**src/rtl/ebs_pkg.sv**
```systemverilog
package ebs_pkg;
  localparam int NWIN = 6;
  typedef enum int {
    W_CS   = 0,
    W_ADV  = 1,
    W_OE   = 2,
    W_WE   = 3,
    W_ABUS = 4,
    W_DBUS = 5
  } win_e;
endpackage

```
**src/rtl/ebs_sched_calc.sv**
```systemverilog
// Turns live configuration plus direction into clamped window edges.
module ebs_sched_calc
  import ebs_pkg::*;
#(
  parameter int TW = 5
) (
  input  logic                      is_wr,
  input  logic                      mux,
  input  logic                      we_sep,
  input  logic [TW-1:0]             cs_on,
  input  logic [TW-1:0]             cs_wr_gap,
  input  logic [TW-1:0]             adv_on,
  input  logic [TW-1:0]             adv_rd_off,
  input  logic [TW-1:0]             adv_wr_off,
  input  logic [TW-1:0]             addr_hold,
  input  logic [TW-1:0]             oe_on,
  input  logic [TW-1:0]             access,
  input  logic [TW-1:0]             wd_tick,
  input  logic [TW-1:0]             we_on,
  input  logic [TW-1:0]             we_off,
  input  logic [TW-1:0]             rd_cycle,
  input  logic [TW-1:0]             wr_cycle,
  output logic [NWIN-1:0][TW-1:0]   on_v,
  output logic [NWIN-1:0][TW-1:0]   off_v,
  output logic [TW-1:0]             acc_t,
  output logic [TW-1:0]             cyc_t
);
  localparam int EW = TW + 2;

  function automatic logic [EW-1:0] wid(input logic [TW-1:0] v);
    wid = EW'(v);
  endfunction

  function automatic logic [EW-1:0] mx(input logic [EW-1:0] a, input logic [EW-1:0] b);
    mx = (a > b) ? a : b;
  endfunction

  function automatic logic [TW-1:0] clip(input logic [EW-1:0] v, input logic [TW-1:0] lim);
    clip = (v > EW'(lim)) ? lim : v[TW-1:0];
  endfunction

  logic [TW-1:0] cyc, acc, adv_raw, adv_off, addr_end, oe_s, wd_s, we_s, we_e, csw_e, rd_end;

  always_comb begin
    cyc      = is_wr ? wr_cycle : rd_cycle;
    if (cyc == '0) cyc = TW'(1);
    acc      = clip(wid(access), cyc - TW'(1));
    rd_end   = acc + TW'(1);
    adv_raw  = is_wr ? adv_wr_off : adv_rd_off;
    adv_off  = clip(mux ? mx(wid(adv_raw), wid(adv_on) + EW'(1)) : wid(adv_raw), cyc);
    addr_end = mux ? clip(wid(adv_off) + wid(addr_hold), cyc) : '0;
    oe_s     = clip(mux ? mx(wid(oe_on), wid(addr_end)) : wid(oe_on), cyc);
    wd_s     = clip(mux ? mx(wid(wd_tick), wid(addr_end)) : wid(wd_tick), cyc);
    we_s     = we_sep ? clip(wid(we_on), cyc) : wd_s;
    we_e     = clip(wid(we_off), cyc);
    csw_e    = clip(wid(we_e) + wid(cs_wr_gap), cyc);

    on_v  = '0;
    off_v = '0;
    on_v[W_CS]    = clip(wid(cs_on), cyc);
    off_v[W_CS]   = is_wr ? csw_e : rd_end;
    on_v[W_ADV]   = clip(wid(adv_on), cyc);
    off_v[W_ADV]  = adv_off;
    off_v[W_ABUS] = addr_end;
    if (is_wr) begin
      on_v[W_WE]    = we_s;
      off_v[W_WE]   = we_e;
      on_v[W_DBUS]  = wd_s;
      off_v[W_DBUS] = csw_e;
    end else begin
      on_v[W_OE]    = oe_s;
      off_v[W_OE]   = rd_end;
    end
    acc_t = acc;
    cyc_t = cyc;
  end
endmodule

```
**src/rtl/ebs_tick_ctr.sv**
```systemverilog
// Access timeline counter: tick 0 follows the accepting edge.
module ebs_tick_ctr #(
  parameter int TW = 5
) (
  input  logic          clk,
  input  logic          rst_n,
  input  logic          start,
  input  logic [TW-1:0] cyc_len,
  output logic          busy,
  output logic [TW-1:0] tick,
  output logic          last
);
  assign last = busy && (tick == cyc_len);

  always_ff @(posedge clk or negedge rst_n) begin
    if (!rst_n) begin
      busy <= 1'b0;
      tick <= '0;
    end else if (start) begin
      busy <= 1'b1;
      tick <= '0;
    end else if (last) begin
      busy <= 1'b0;
    end else if (busy) begin
      tick <= tick + TW'(1);
    end
  end
endmodule

```
**src/rtl/ebs_window_dec.sv**
```systemverilog
// One half-open compare window per strobe/bus phase.
module ebs_window_dec
  import ebs_pkg::*;
#(
  parameter int TW = 5
) (
  input  logic                    busy,
  input  logic [TW-1:0]           tick,
  input  logic [NWIN-1:0][TW-1:0] on_v,
  input  logic [NWIN-1:0][TW-1:0] off_v,
  output logic [NWIN-1:0]         active
);
  for (genvar i = 0; i < NWIN; i++) begin : g_win
    assign active[i] = busy && (tick >= on_v[i]) && (tick < off_v[i]);
  end
endmodule

```
**src/rtl/ext_strobe_seq.sv**
```systemverilog
module ext_strobe_seq
  import ebs_pkg::*;
#(
  parameter int AW = 24,
  parameter int DW = 16,
  parameter int TW = 5
) (
  input  logic          clk,
  input  logic          rst_n,
  input  logic          req_valid,
  output logic          req_ready,
  input  logic          req_write,
  input  logic [AW-1:0] req_addr,
  input  logic [DW-1:0] req_wdata,
  output logic          done,
  output logic [DW-1:0] rdata,
  input  logic          cfg_mux,
  input  logic          cfg_we_sep,
  input  logic [TW-1:0] cfg_cs_on,
  input  logic [TW-1:0] cfg_cs_wr_gap,
  input  logic [TW-1:0] cfg_adv_on,
  input  logic [TW-1:0] cfg_adv_rd_off,
  input  logic [TW-1:0] cfg_adv_wr_off,
  input  logic [TW-1:0] cfg_addr_hold,
  input  logic [TW-1:0] cfg_oe_on,
  input  logic [TW-1:0] cfg_access,
  input  logic [TW-1:0] cfg_wd_tick,
  input  logic [TW-1:0] cfg_we_on,
  input  logic [TW-1:0] cfg_we_off,
  input  logic [TW-1:0] cfg_rd_cycle,
  input  logic [TW-1:0] cfg_wr_cycle,
  output logic          mem_cs_n,
  output logic          mem_adv_n,
  output logic          mem_oe_n,
  output logic          mem_we_n,
  output logic [AW-1:0] mem_addr,
  output logic [DW-1:0] ad_out,
  output logic          ad_oe,
  input  logic [DW-1:0] ad_in
);
  // live schedule from configuration
  logic [NWIN-1:0][TW-1:0] on_n, off_n;
  logic [TW-1:0]           acc_n, cyc_n;

  // captured schedule
  logic [NWIN-1:0][TW-1:0] on_q, off_q;
  logic [TW-1:0]           acc_q, cyc_q;
  logic                    wr_q, mux_q;
  logic [AW-1:0]           addr_q;
  logic [DW-1:0]           wdata_q;

  // named events for the checker
  logic                    busy_w, last_w, start_w, cap_w;
  logic [TW-1:0]           tick_w;
  logic [NWIN-1:0]         act_w;

  ebs_sched_calc #(.TW(TW)) u_calc (
    .is_wr(req_write), .mux(cfg_mux), .we_sep(cfg_we_sep),
    .cs_on(cfg_cs_on), .cs_wr_gap(cfg_cs_wr_gap),
    .adv_on(cfg_adv_on), .adv_rd_off(cfg_adv_rd_off), .adv_wr_off(cfg_adv_wr_off),
    .addr_hold(cfg_addr_hold), .oe_on(cfg_oe_on), .access(cfg_access),
    .wd_tick(cfg_wd_tick), .we_on(cfg_we_on), .we_off(cfg_we_off),
    .rd_cycle(cfg_rd_cycle), .wr_cycle(cfg_wr_cycle),
    .on_v(on_n), .off_v(off_n), .acc_t(acc_n), .cyc_t(cyc_n)
  );

  assign req_ready = !busy_w || last_w;
  assign start_w   = req_valid && req_ready;

  ebs_tick_ctr #(.TW(TW)) u_ctr (
    .clk(clk), .rst_n(rst_n), .start(start_w), .cyc_len(cyc_q),
    .busy(busy_w), .tick(tick_w), .last(last_w)
  );

  always_ff @(posedge clk or negedge rst_n) begin
    if (!rst_n) begin
      on_q    <= '0;
      off_q   <= '0;
      acc_q   <= '0;
      cyc_q   <= TW'(1);
      wr_q    <= 1'b0;
      mux_q   <= 1'b0;
      addr_q  <= '0;
      wdata_q <= '0;
    end else if (start_w) begin
      on_q    <= on_n;
      off_q   <= off_n;
      acc_q   <= acc_n;
      cyc_q   <= cyc_n;
      wr_q    <= req_write;
      mux_q   <= cfg_mux;
      addr_q  <= req_addr;
      wdata_q <= req_wdata;
    end
  end

  ebs_window_dec #(.TW(TW)) u_win (
    .busy(busy_w), .tick(tick_w), .on_v(on_q), .off_v(off_q), .active(act_w)
  );

  assign cap_w = busy_w && !wr_q && (tick_w == acc_q);

  always_ff @(posedge clk or negedge rst_n) begin
    if (!rst_n)     rdata <= '0;
    else if (cap_w) rdata <= ad_in;
  end

  assign done      = last_w;
  assign mem_cs_n  = !act_w[W_CS];
  assign mem_adv_n = !act_w[W_ADV];
  assign mem_oe_n  = !act_w[W_OE];
  assign mem_we_n  = !act_w[W_WE];
  assign ad_oe     = act_w[W_ABUS] || act_w[W_DBUS];
  assign ad_out    = act_w[W_ABUS] ? addr_q[DW-1:0] :
                     (act_w[W_DBUS] ? wdata_q : '0);
  assign mem_addr  = (busy_w && !mux_q) ? addr_q : '0;
endmodule

```
**config.mk**
```make
export PLATFORM = sky130hd
export DESIGN_NAME = ext_strobe_seq
export DESIGN_NICKNAME = d
export VERILOG_FILES = /design/src/rtl/ebs_pkg.sv /design/src/rtl/ebs_sched_calc.sv /design/src/rtl/ebs_tick_ctr.sv /design/src/rtl/ebs_window_dec.sv /design/src/rtl/ext_strobe_seq.sv
export SDC_FILE = /design/constraint.sdc
export NUM_CORES = 1
export LEC_CHECK = 0
export BUFFER_PORTS_ARGS = -buffer_cell sky130_fd_sc_hd__buf_2
export CAP_MARGIN = 10
export CORE_MARGIN = 3
export CORE_UTILIZATION = 35
export DETAILED_ROUTE_END_ITERATION = 8
export GPL_ROUTABILITY_DRIVEN = 0
export PLACE_DENSITY = 0.61
export SLEW_MARGIN = 25
export SYNTH_ARGS = -nofsm -noshare
export SYNTH_HDL_FRONTEND = slang
export SYNTH_SLANG_ARGS = --single-unit
```
**constraint.sdc**
```tcl
create_clock -name clk -period 7.55 [get_ports clk]
set_clock_uncertainty 0.2 [all_clocks]
set_input_delay 2.265 -clock clk [delete_from_list [all_inputs] [get_ports clk]]
set_output_delay 2.265 -clock clk [all_outputs]
set_load 0.01 [all_outputs]
```
# --- Word level (Yosys, flattened, before mapping) ---
# Index checks and enable logic that the tools add are counted.
totals:
  ff_bits: 129
  latch_bits: 0
  ramBits: 0
  romBits: 0
  in_bits: 127
  out_inout_bits: 63
  word_cells: 120
  n_memories: 0
op_classes:
  add_sub_neg: 6
  n_mul: 0
  n_div: 0
  n_lt_le_gt_ge: 25
  n_eq_ne: 3
  n_shift: 0
  mux: 36
  n_bitwise: 0
  reduce_logical: 30
op_table:
  columns: ["op", "n"]
  rows:
  - ["5-bit two-way mux", 27]
  - ["5-bit > comparator", 7]
  - ["7-bit by 5-bit > comparator with 1-bit output", 5]
  - ["16-bit two-way mux", 2]
  - ["5-bit < comparator", 6]
  - ["7-bit two-way mux", 4]
  - ["5-bit greater-or-equal comparator", 5]
  - ["24-bit two-way mux", 1]
  - ["1-bit logical AND", 17]
  - ["5-bit by 5-bit adder with 6-bit output", 2]
  - ["5-bit by 1-bit adder with 5-bit output (second input constant)", 2]
  - ["5-bit equality test", 2]
  - ["5-bit by 7-bit > comparator with 1-bit output", 1]
  - ["1-bit zero test", 7]
  - ["5-bit by 1-bit adder with 6-bit output (second input constant)", 1]
  - ["5-bit by 1-bit greater-or-equal comparator with 1-bit output (second input constant)", 1]
  - ["5-bit zero test", 1]
  - ["5-bit by 1-bit subtractor with 5-bit output (second input constant)", 1]
  - ["2-bit nonzero test", 2]
  - ["1-bit logical OR", 2]
  - ["1-bit two-way mux", 2]
  - ["2-bit by 1-bit != test with 1-bit output (second input constant)", 1]
  - ["2-bit AND reduction", 1]

# --- Longest topological paths before layout ---
# Gate-level depths: netlist of the first run.
depth:
  depth_word: 17
  depth_mapped: 49
  ltp_nobuf: 44

# --- Modules after synthesis ---
# From an unflattened synthesis of the first run, not the netlist that was laid out.
hier_totals:
  hier_cells: 1033
  hier_area_um2: 10635.2
modules_own_cells:
  columns: ["mod", "instances", "cells_per_inst", "area_each_um2", "seq_area_each_um2"]
  rows:
  - ["ext_strobe_seq", 1, 339, 5195.0, 3204.3]
  - ["ebs_sched_calc", 1, 467, 3636.0, 0.0]
  - ["ebs_window_dec", 1, 187, 1400.1, 0.0]
  - ["ebs_tick_ctr", 1, 40, 404.1, 150.1]

# --- Least setup slack after synthesis of the first run ---
# Ideal clock, no wire load.
synth_path:
  path_type: "input to register"
  from: "input port req_write"
  to: "register on_q[15] in the netlist's numbering"
  setup_time_ns: 0.121
  arrival_time_ns: 11.337
  required_ns: 7.229
  slack_ns: -4.108
  cell_stages: 48
  path_buffers: 6
  cell_sequence: "buf_6 -> clkbuf_1 -> mux2_2 -> ha_1 -> nor2b_1 -> o21ai_0 -> a32oi_1 -> a32oi_1 -> o211ai_2 -> mux2_2 -> ha_1 -> nor2b_1 -> o21ai_0 -> nand2b_1 -> a211oi_1 -> o21ai_1 -> clkbuf_1 -> o21ai_0 -> (+12 left out) -> mux2i_1 -> nand2_1 -> ha_1 -> nand4_1 -> or2_2 -> o21ai_1 -> buf_2 -> nor2_1 -> o21ba_2 -> ha_1 -> and4_1 -> a21oi_1 -> o31a_1 -> clkbuf_1 -> nor2_1 -> a22oi_1 -> o311ai_1 -> a22o_1"
synth_rtl:
  columns: ["item", "line", "rtl"]
  rows:
  - ["start, declared", "ext_strobe_seq.sv:12", "input logic req_write,"]
  - ["end signal, assigned", "ext_strobe_seq.sv:86", "on_q <= on_n;"]
  - ["end, declared", "ext_strobe_seq.sv:46", "logic [NWIN-1:0][TW-1:0] on_q, off_q;"]

==> summary.txt, run 1 <==
Placement
  – DP HPWL: 21,360 um
  – Cell area after placement: 11,900 um2
  – Port Buffers: 189

Power
  – LEAKAGE: 6.367 nW
  – Pwr dens: 412.4 nW/um2
  – Peak VDD IR: 0.1986 mV
  – Int Pwr: 3.134 mW
  – Switching portion of total power: 0.4199
  – Logic pwr share: 0.609
  – Total power: 5.402 mW
  – Clock power share: 0.157
  – Sequential fraction of design power: 0.234
  – Psw: 2.269 mW

Finish
  – Filler Cell Count: 2,557
  – Design Area, Final: 13,100 um2
  – Nets@finish: 1,585
  – Utilization after layout: 0.4861
  – Syn-to-layout area delta: 36.35%
  – Layout cells sized above 1: 0.3945

CTS
  – Clk sink count: 129
  – Hold_buf cts: 0
  – H-tree Lvls: 4
  – Clock buffer count from CTS: 17
  – CTS max path bufs: 2
  – Clock root cell: clkbuf_16
  – Worst-Skew Late Latency: 0.42 ns
  – CTS tree: built
  – Reg clk slew, reported paths: 0.06 ns

Yosys
  – Avg Cell Area, Syn: 9.383 um2
  – Warnings, synthesis: 0
  – Post-synth cell types: 71
  – Top_reg_cell synth: dfrtp_1
  – Post-Syn Instances: 1,024
  – Synth top cells by count: dfrtp_1 (128), ha_1 (127), nand2_1 (104)
  – Synth top area share: 0.3334
  – Most frequent cell after synthesis: dfrtp_1
  – Synth Cell Area: 9608 um2
  – Syn nets: 1,280
  – Post-synth EDFFs: 0
  – Sequential area share after synthesis: 0.3361
  – Yosys top cell by area: dfrtp_1
  – Ys async rst share: 1.000
  – Top cells by area, synth: dfrtp_1 (33%), ha_1 (17%), mux2_2 (8.4%)
  – Seq cells post-synth: 129

Critical path
  – Required @ worst endpoint: 7.66 ns
  – Max Fanout on Critical Path: 7
  – Critical Path Max Stage Delay: 0.34 ns
  – Crit-path slowest cell: fa_2
  – Startpoint types: primary input
  – Crit. End Element: flip-flop
  – Crit Path Category: in -> reg
  – CP dominant cell by count: o21ai_2
  – CP arrival: 10.20 ns

Floorplan
  – Die height: 171.7 um
  – Die area: 29,480 um2
  – Placeable core area: 26,950 um2
  – Row count: 60
  – Ports: 190
  – Die Wd: 171.7 um
  – Initial core utilization: 0.3565

STA
  – Post-route setup slack: -2.540 ns
  – RSZ-0062 raised after global routing: yes
  – Minimum clock period: 10.09 ns
  – Relative slew margins: 0.3530
  – Final setup viols: 27
  – Worst slew pin tran: 0.9633 ns
  – Hold Fails Final Rpt: 0
  – Final Cycle Share: 1.336
  – Max Clk Rate: 99.11 MHz
  – Final Slew Violations: 0
  – Setup TNS: -38.67 ns

Worst hold path
  – Hold Path Class: reg -> reg

Run
  – MaxCap Viol Count: 0

Route
  – Routed WL: 29,450 um
  – Drt drc: 0
  – Drt pass-1 iters: 5
  – ANT nets after route: 0
  – Met1 Wirelength: 13,450 um
  – 1st-iter DRT viols: 436
  – DR WL/cell: 17.47 um
  – Highest Signal Layer: met5
  – Met3 WL: 1377 um
  – Detailed-route via count: 8,612
  – Metal2 WL: 14,260 um
  – Vias per cell: 5.108

Run status
  – Outcome: complete, but fails checks
  – Failing checks: setup timing

Global route
  – GRT Total Usage: 0.1973
  – First-pass GRT wire length: 45,770 um
  – Initial antenna violation count: 1
  – Total grt overflow: 0
  – Vias in the first global route: 8,578
  – Largest net degree at the start of global routing: 70
-- cells in the final DEF, fill, tap and decap left out, drive strengths merged, types with 4 or more instances in the layout --
cell type	instances
a22oi	4
nor3	5
a32oi	7
a31oi	5
ha	127
nand2b	23
mux2	75
nor2	51
and3	5
nor2b	17
a2111o	4
a21oi	44
nand3	19
xnor2	18
o22ai	15
xor2	9
o21ai	97
clkinv	9
a22o	9
nand4	5
nand2	104
o21a	10
a21o	16
a211oi	4
o221ai	5
o31ai	5
and2	24
dfrtp	128
mux2i	25
inv	83
clkbuf	18
buf	322
diode	4
-- worst max-delay path, delay by kind of cell --
kind                       cells  cell delay (ns)
xor gates and xnor gates       1             0.21
muxes                          3             0.94
adders and majority gates      7             1.67
and+or+nand+nor               10             1.04
buffers and inverters          7             0.92
AOI/OAI and AO/OA             20             3.11
-- logic make-up (layout without fill, tap and decap cells) --
family	Yosys count	in the layout	synth area share
compound gates	253	253	0.1727
xor+xnor	27	27	0.02461
fa+ha+maj	129	129	0.1696
buf+inv	120	437	0.04909
flops	129	129	0.3361
mux	100	100	0.1155
other cells	0	4	0
simple gates	266	266	0.1324
-- per-stage QoR --
stage	instances	setup slack (ns)	hold slack [ns]
6_report	1686	-2.540	0.2664
3_5_place_dp	1628	-3.216	0.2601
2_1_floorplan	1024	-3.065	0.2429
4_1_cts	1673	-2.645	0.2727
5_1_grt	1682	-2.938	0.2937
3_3_place_gp	1628	-2.919	0.2567
-- repair_timing --
item / in CTS / in global routing
endpoints found under the setup margin: 24 / 30
buffers inserted: 14 / 10
pin swaps: 32 / 24
cloned: 0 / 0
gates resized for setup: 40 / 45
-- registers in the layout (all words and copies together) (netlist names) --
name	cells
on_q	25
mux_q	1
off_q	30
rdata	16
wr_q	1
wdata_q	16
u_ctr.busy	1
u_ctr.tick	5
acc_q	5
cyc_q	5
addr_q	24
-- cell type report --
type,count,area [um2],share of cell area
multi-input cells,775,6509,0.4968
well taps,341,426.7,0.03257
clock inverters,13,163.9,0.01251
flip-flops and latches,129,3229,0.2465
diodes,4,10.01,0.0007641
clock buffers,18,439.2,0.03352
repair buffers,322,2007,0.1532
inverters,84,315.3,0.02407
-- metal layers --
layer / vias to the layer above / global-route usage
li1: 4273 / -
met1: 4092 / 0.2676
met2: 212 / 0.3311
met3: 33 / 0.03126
met4: 2 / 0.04689
met5: - / 0
-- power by group through the flow --
stage,registers [mW],logic [mW],clock network (mW)
6_report,1.27,3.29,0.850
5_1_grt,1.31,3.70,0.896
4_1_cts,1.27,3.18,0.865
3_5_place_dp,1.27,3.02,0
3_3_place_gp,1.26,2.97,0
2_1_floorplan,1.21,1.99,0
-- worst paths after layout --
kind                          startpoint    endpoint  slack (ns)  cells past startpoint
max                            req_write    on_q[15]       -2.54                     48
min                            off_q[20]   off_q[20]        0.27                      2
max reg2reg                u_ctr.tick[2]    on_q[26]        3.07                      8
min reg2reg                    off_q[20]   off_q[20]        0.27                      2
max in group asynchronous          rst_n  wdata_q[3]        4.00                      2
min in group asynchronous          rst_n  addr_q[17]        1.76                      1
(Power assumes the default switching activity.)
==> run 2, diff against run 1 <==
Settings changed: CELL_PAD_IN_SITES_DETAIL_PLACEMENT from default to 0, CELL_PAD_IN_SITES_GLOBAL_PLACEMENT from default to 2, CORE_MARGIN 3 to 2, PLACE_DENSITY 0.61 to 0.88.
==> summary.txt, run 2 (synthesized netlist as in run 1, its figures left out) <==
Route
  – DR WL/cell: 17.25 um (-1.2%)
  – Routed WL: 29,050 um (-1.4%)
  – Vias per cell: 5.156 (+0.93%)
  – 1st-iter DRT viols: 449 (+3.0%)
  – Detailed-route via count: 8,682 (+0.81%)
  – Drt drc: 0 (unchanged)
  – Drt pass-1 iters: 6 (+1)
  – ANT nets after route: 0 (unchanged)

Worst hold path
  – Hold Path Class: reg -> reg
  – Hold path depth: 2 (unchanged)

Critical path
  – CP dominant cell by count: ha_4
  – Crit Path Category: in -> reg
  – Required @ worst endpoint: 7.67 ns (about the same)
  – Critical Path Max Stage Delay: 0.35 ns (about the same)
  – CP arrival: 10.24 ns (+0.04 ns)
  – Crit. End Element: flip-flop
  – Number of cells on the critical path: 45 (-6.3%)
  – Max Fanout on Critical Path: 7 (unchanged)
  – R2r worst-path depth: 7 (-1)
  – Crit-path slowest cell: mux2_4
  – CP top delay family: compound AO/OA/AOI/OAI gates
  – CP bufs+invs: 7 (unchanged)
  – Startpoint types: primary input

Global route
  – Initial antenna violation count: 0 (-1)
  – Vias in the first global route: 8,636 (+0.68%)
  – Largest net degree at the start of global routing: 68 (-2.9%)
  – GRT Total Usage: 0.2029 (+0.005611)
  – First-pass GRT wire length: 45,540 um (-0.51%)
  – Total grt overflow: 0 (unchanged)

Floorplan
  – Die Wd: 169.7 um (-1.2%)
  – Initial core utilization: 0.3565 (unchanged)
  – Placeable core area: 26,950 um2 (unchanged)
  – Row count: 60 (unchanged)
  – Die height: 169.7 um (-1.2%)
  – Die area: 28,790 um2 (-2.3%)
  – Ports: 190 (unchanged)

STA
  – Hold Fails Final Rpt: 0 (unchanged)
  – Worst hold margin: 0.2728 ns (+0.006358 ns)
  – Final Cycle Share: 1.340 (+0.003981)
  – Final setup viols: 20 (-26%)
  – Relative slew margins: 0.3755 (+0.02252)
  – RSZ-0062 raised after global routing: yes
  – Post-route setup slack: -2.570 ns (-0.03006 ns)
  – Setup TNS: -38.10 ns (+0.5705 ns)
  – Final Slew Violations: 0 (unchanged)
  – Minimum clock period: 10.12 ns (+0.03006 ns)
  – Worst slew pin tran: 0.9297 ns (-0.03353 ns)
  – Max Clk Rate: 98.81 MHz (-0.30%)

Power
  – Pwr dens: 410.2 nW/um2 (-0.54%)
  – LEAKAGE: 6.390 nW (+0.37%)
  – Peak VDD IR: 0.1919 mV (-3.4%)

Finish
  – Top Registers: off_q: 30 flops, on_q: 25 flops, addr_q: 24 flops
  – Layout cells sized above 1: 0.4013 (+0.006859)
  – Non-filler instance count after layout: 1,684 (-0.12%)
  – Flip-flop count of the largest register after layout: 30 (unchanged)
  – Leading cell types in the layout, fill and taps excluded: buf_2 (185), dfrtp_1 (128), buf_4 (118), ha_1 (110), nand2_1 (98)
  – Filler Cell Count: 2,589 (+1.3%)
  – Biggest register: off_q
  – Antenna Cells: 0 (-4)
  – Utilization after layout: 0.4905 (+0.004457)
  – Syn-to-layout area delta: 37.60%
  – Nets@finish: 1,586 (+0.063%)
  – Most common cell after layout, fill and taps aside: buf_2

CTS
  – Clock root cell: clkbuf_16
  – H-tree Lvls: 4 (unchanged)
  – Worst-Skew Late Latency: 0.42 ns (about the same)
  – CTS max path bufs: 2 (unchanged)
  – Reg clk slew, reported paths: 0.06 ns (about the same)
  – CTS tree: built
  – Clock buffer count from CTS: 17 (unchanged)
  – Clk sink count: 129 (unchanged)

Run
  – MaxCap Viol Count: 0 (unchanged)

Placement
  – Cells after DPL: 1,624 (-0.25%)
  – DP HPWL: 20,960 um (-1.9%)
  – Port Buffers: 189 (unchanged)

Run status
  – Outcome: complete, but fails checks
  – Failing checks: setup timing
[run 2: power breakdown]
group / switching, mW / internal, mW
Combinational: 1.77 / 1.60
Sequential: 0.185 / 1.03
Clock: 0.325 / 0.522
Total: 2.28 / 3.15
[run 2: worst register-to-register path, cell delays in order, from the launching register on]
cell and delay, ns:
dfrtp_1 0.90, xnor2_1 0.22, nand2_1 0.10, o21ai_1 0.64
nand2_2 0.50, nor2_1 0.86, o21ai_0 0.20, o22ai_1 0.15
[run 2: what timing repair did]
item / 4_1_cts / 5_1_grt
buffers inserted: 13 / 15
hold buffers: 0 / 0
endpoints found under the setup margin: 29 / 30
endpoints found under the hold margin: 0 / 0
pin swaps: 33 / 32
cloned: 0 / 1
resized for setup: 49 / 69
[run 2: path summary, 6_finish.rpt]
check,startpoint,endpoint,slack [ns]
setup / recovery,req_write,on_q[17],-2.57
hold / removal,off_q[20],off_q[20],0.27
setup reg to reg,u_ctr.tick[1],on_q[26],3.72
hold reg to reg,off_q[20],off_q[20],0.27
max in group asynchronous,rst_n,addr_q[2],4.04
min in group asynchronous,rst_n,u_ctr.tick[4],1.73
[run 2: layout make-up]
type | instances | area (um2) | area share
Inverter | 84 | 315.3 | 0.02385
Clock inverter | 15 | 183.9 | 0.01391
Sequential cell | 129 | 3229 | 0.2443
Multi-Input combinational cell | 775 | 6559 | 0.4961
Tap cell | 341 | 426.7 | 0.03227
Timing Repair Buffer | 323 | 2081 | 0.1574
Clock buffer | 17 | 425.4 | 0.03218
[run 2: stage by stage]
stage / cell area [um2] / worst slack [ns] / total power, mW
after floorplan: 9867 / -3.065 / 3.198
after global placement: 11870 / -3.012 / 4.240
after detailed placement: 11870 / -3.153 / 4.300
after CTS: 12830 / -2.454 / 5.304
after global routing: 13220 / -2.913 / 5.915
final: 13220 / -2.570 / 5.423
[run 2: routing by layer]
layer  part of all wire  track usage  vias up
met3              0.055      0.03382       43
met1               0.45       0.2672     4119
met4              0.022      0.06243        0
met2               0.47       0.3411      259
met5                  0            0        -
li1                   -            -     4261
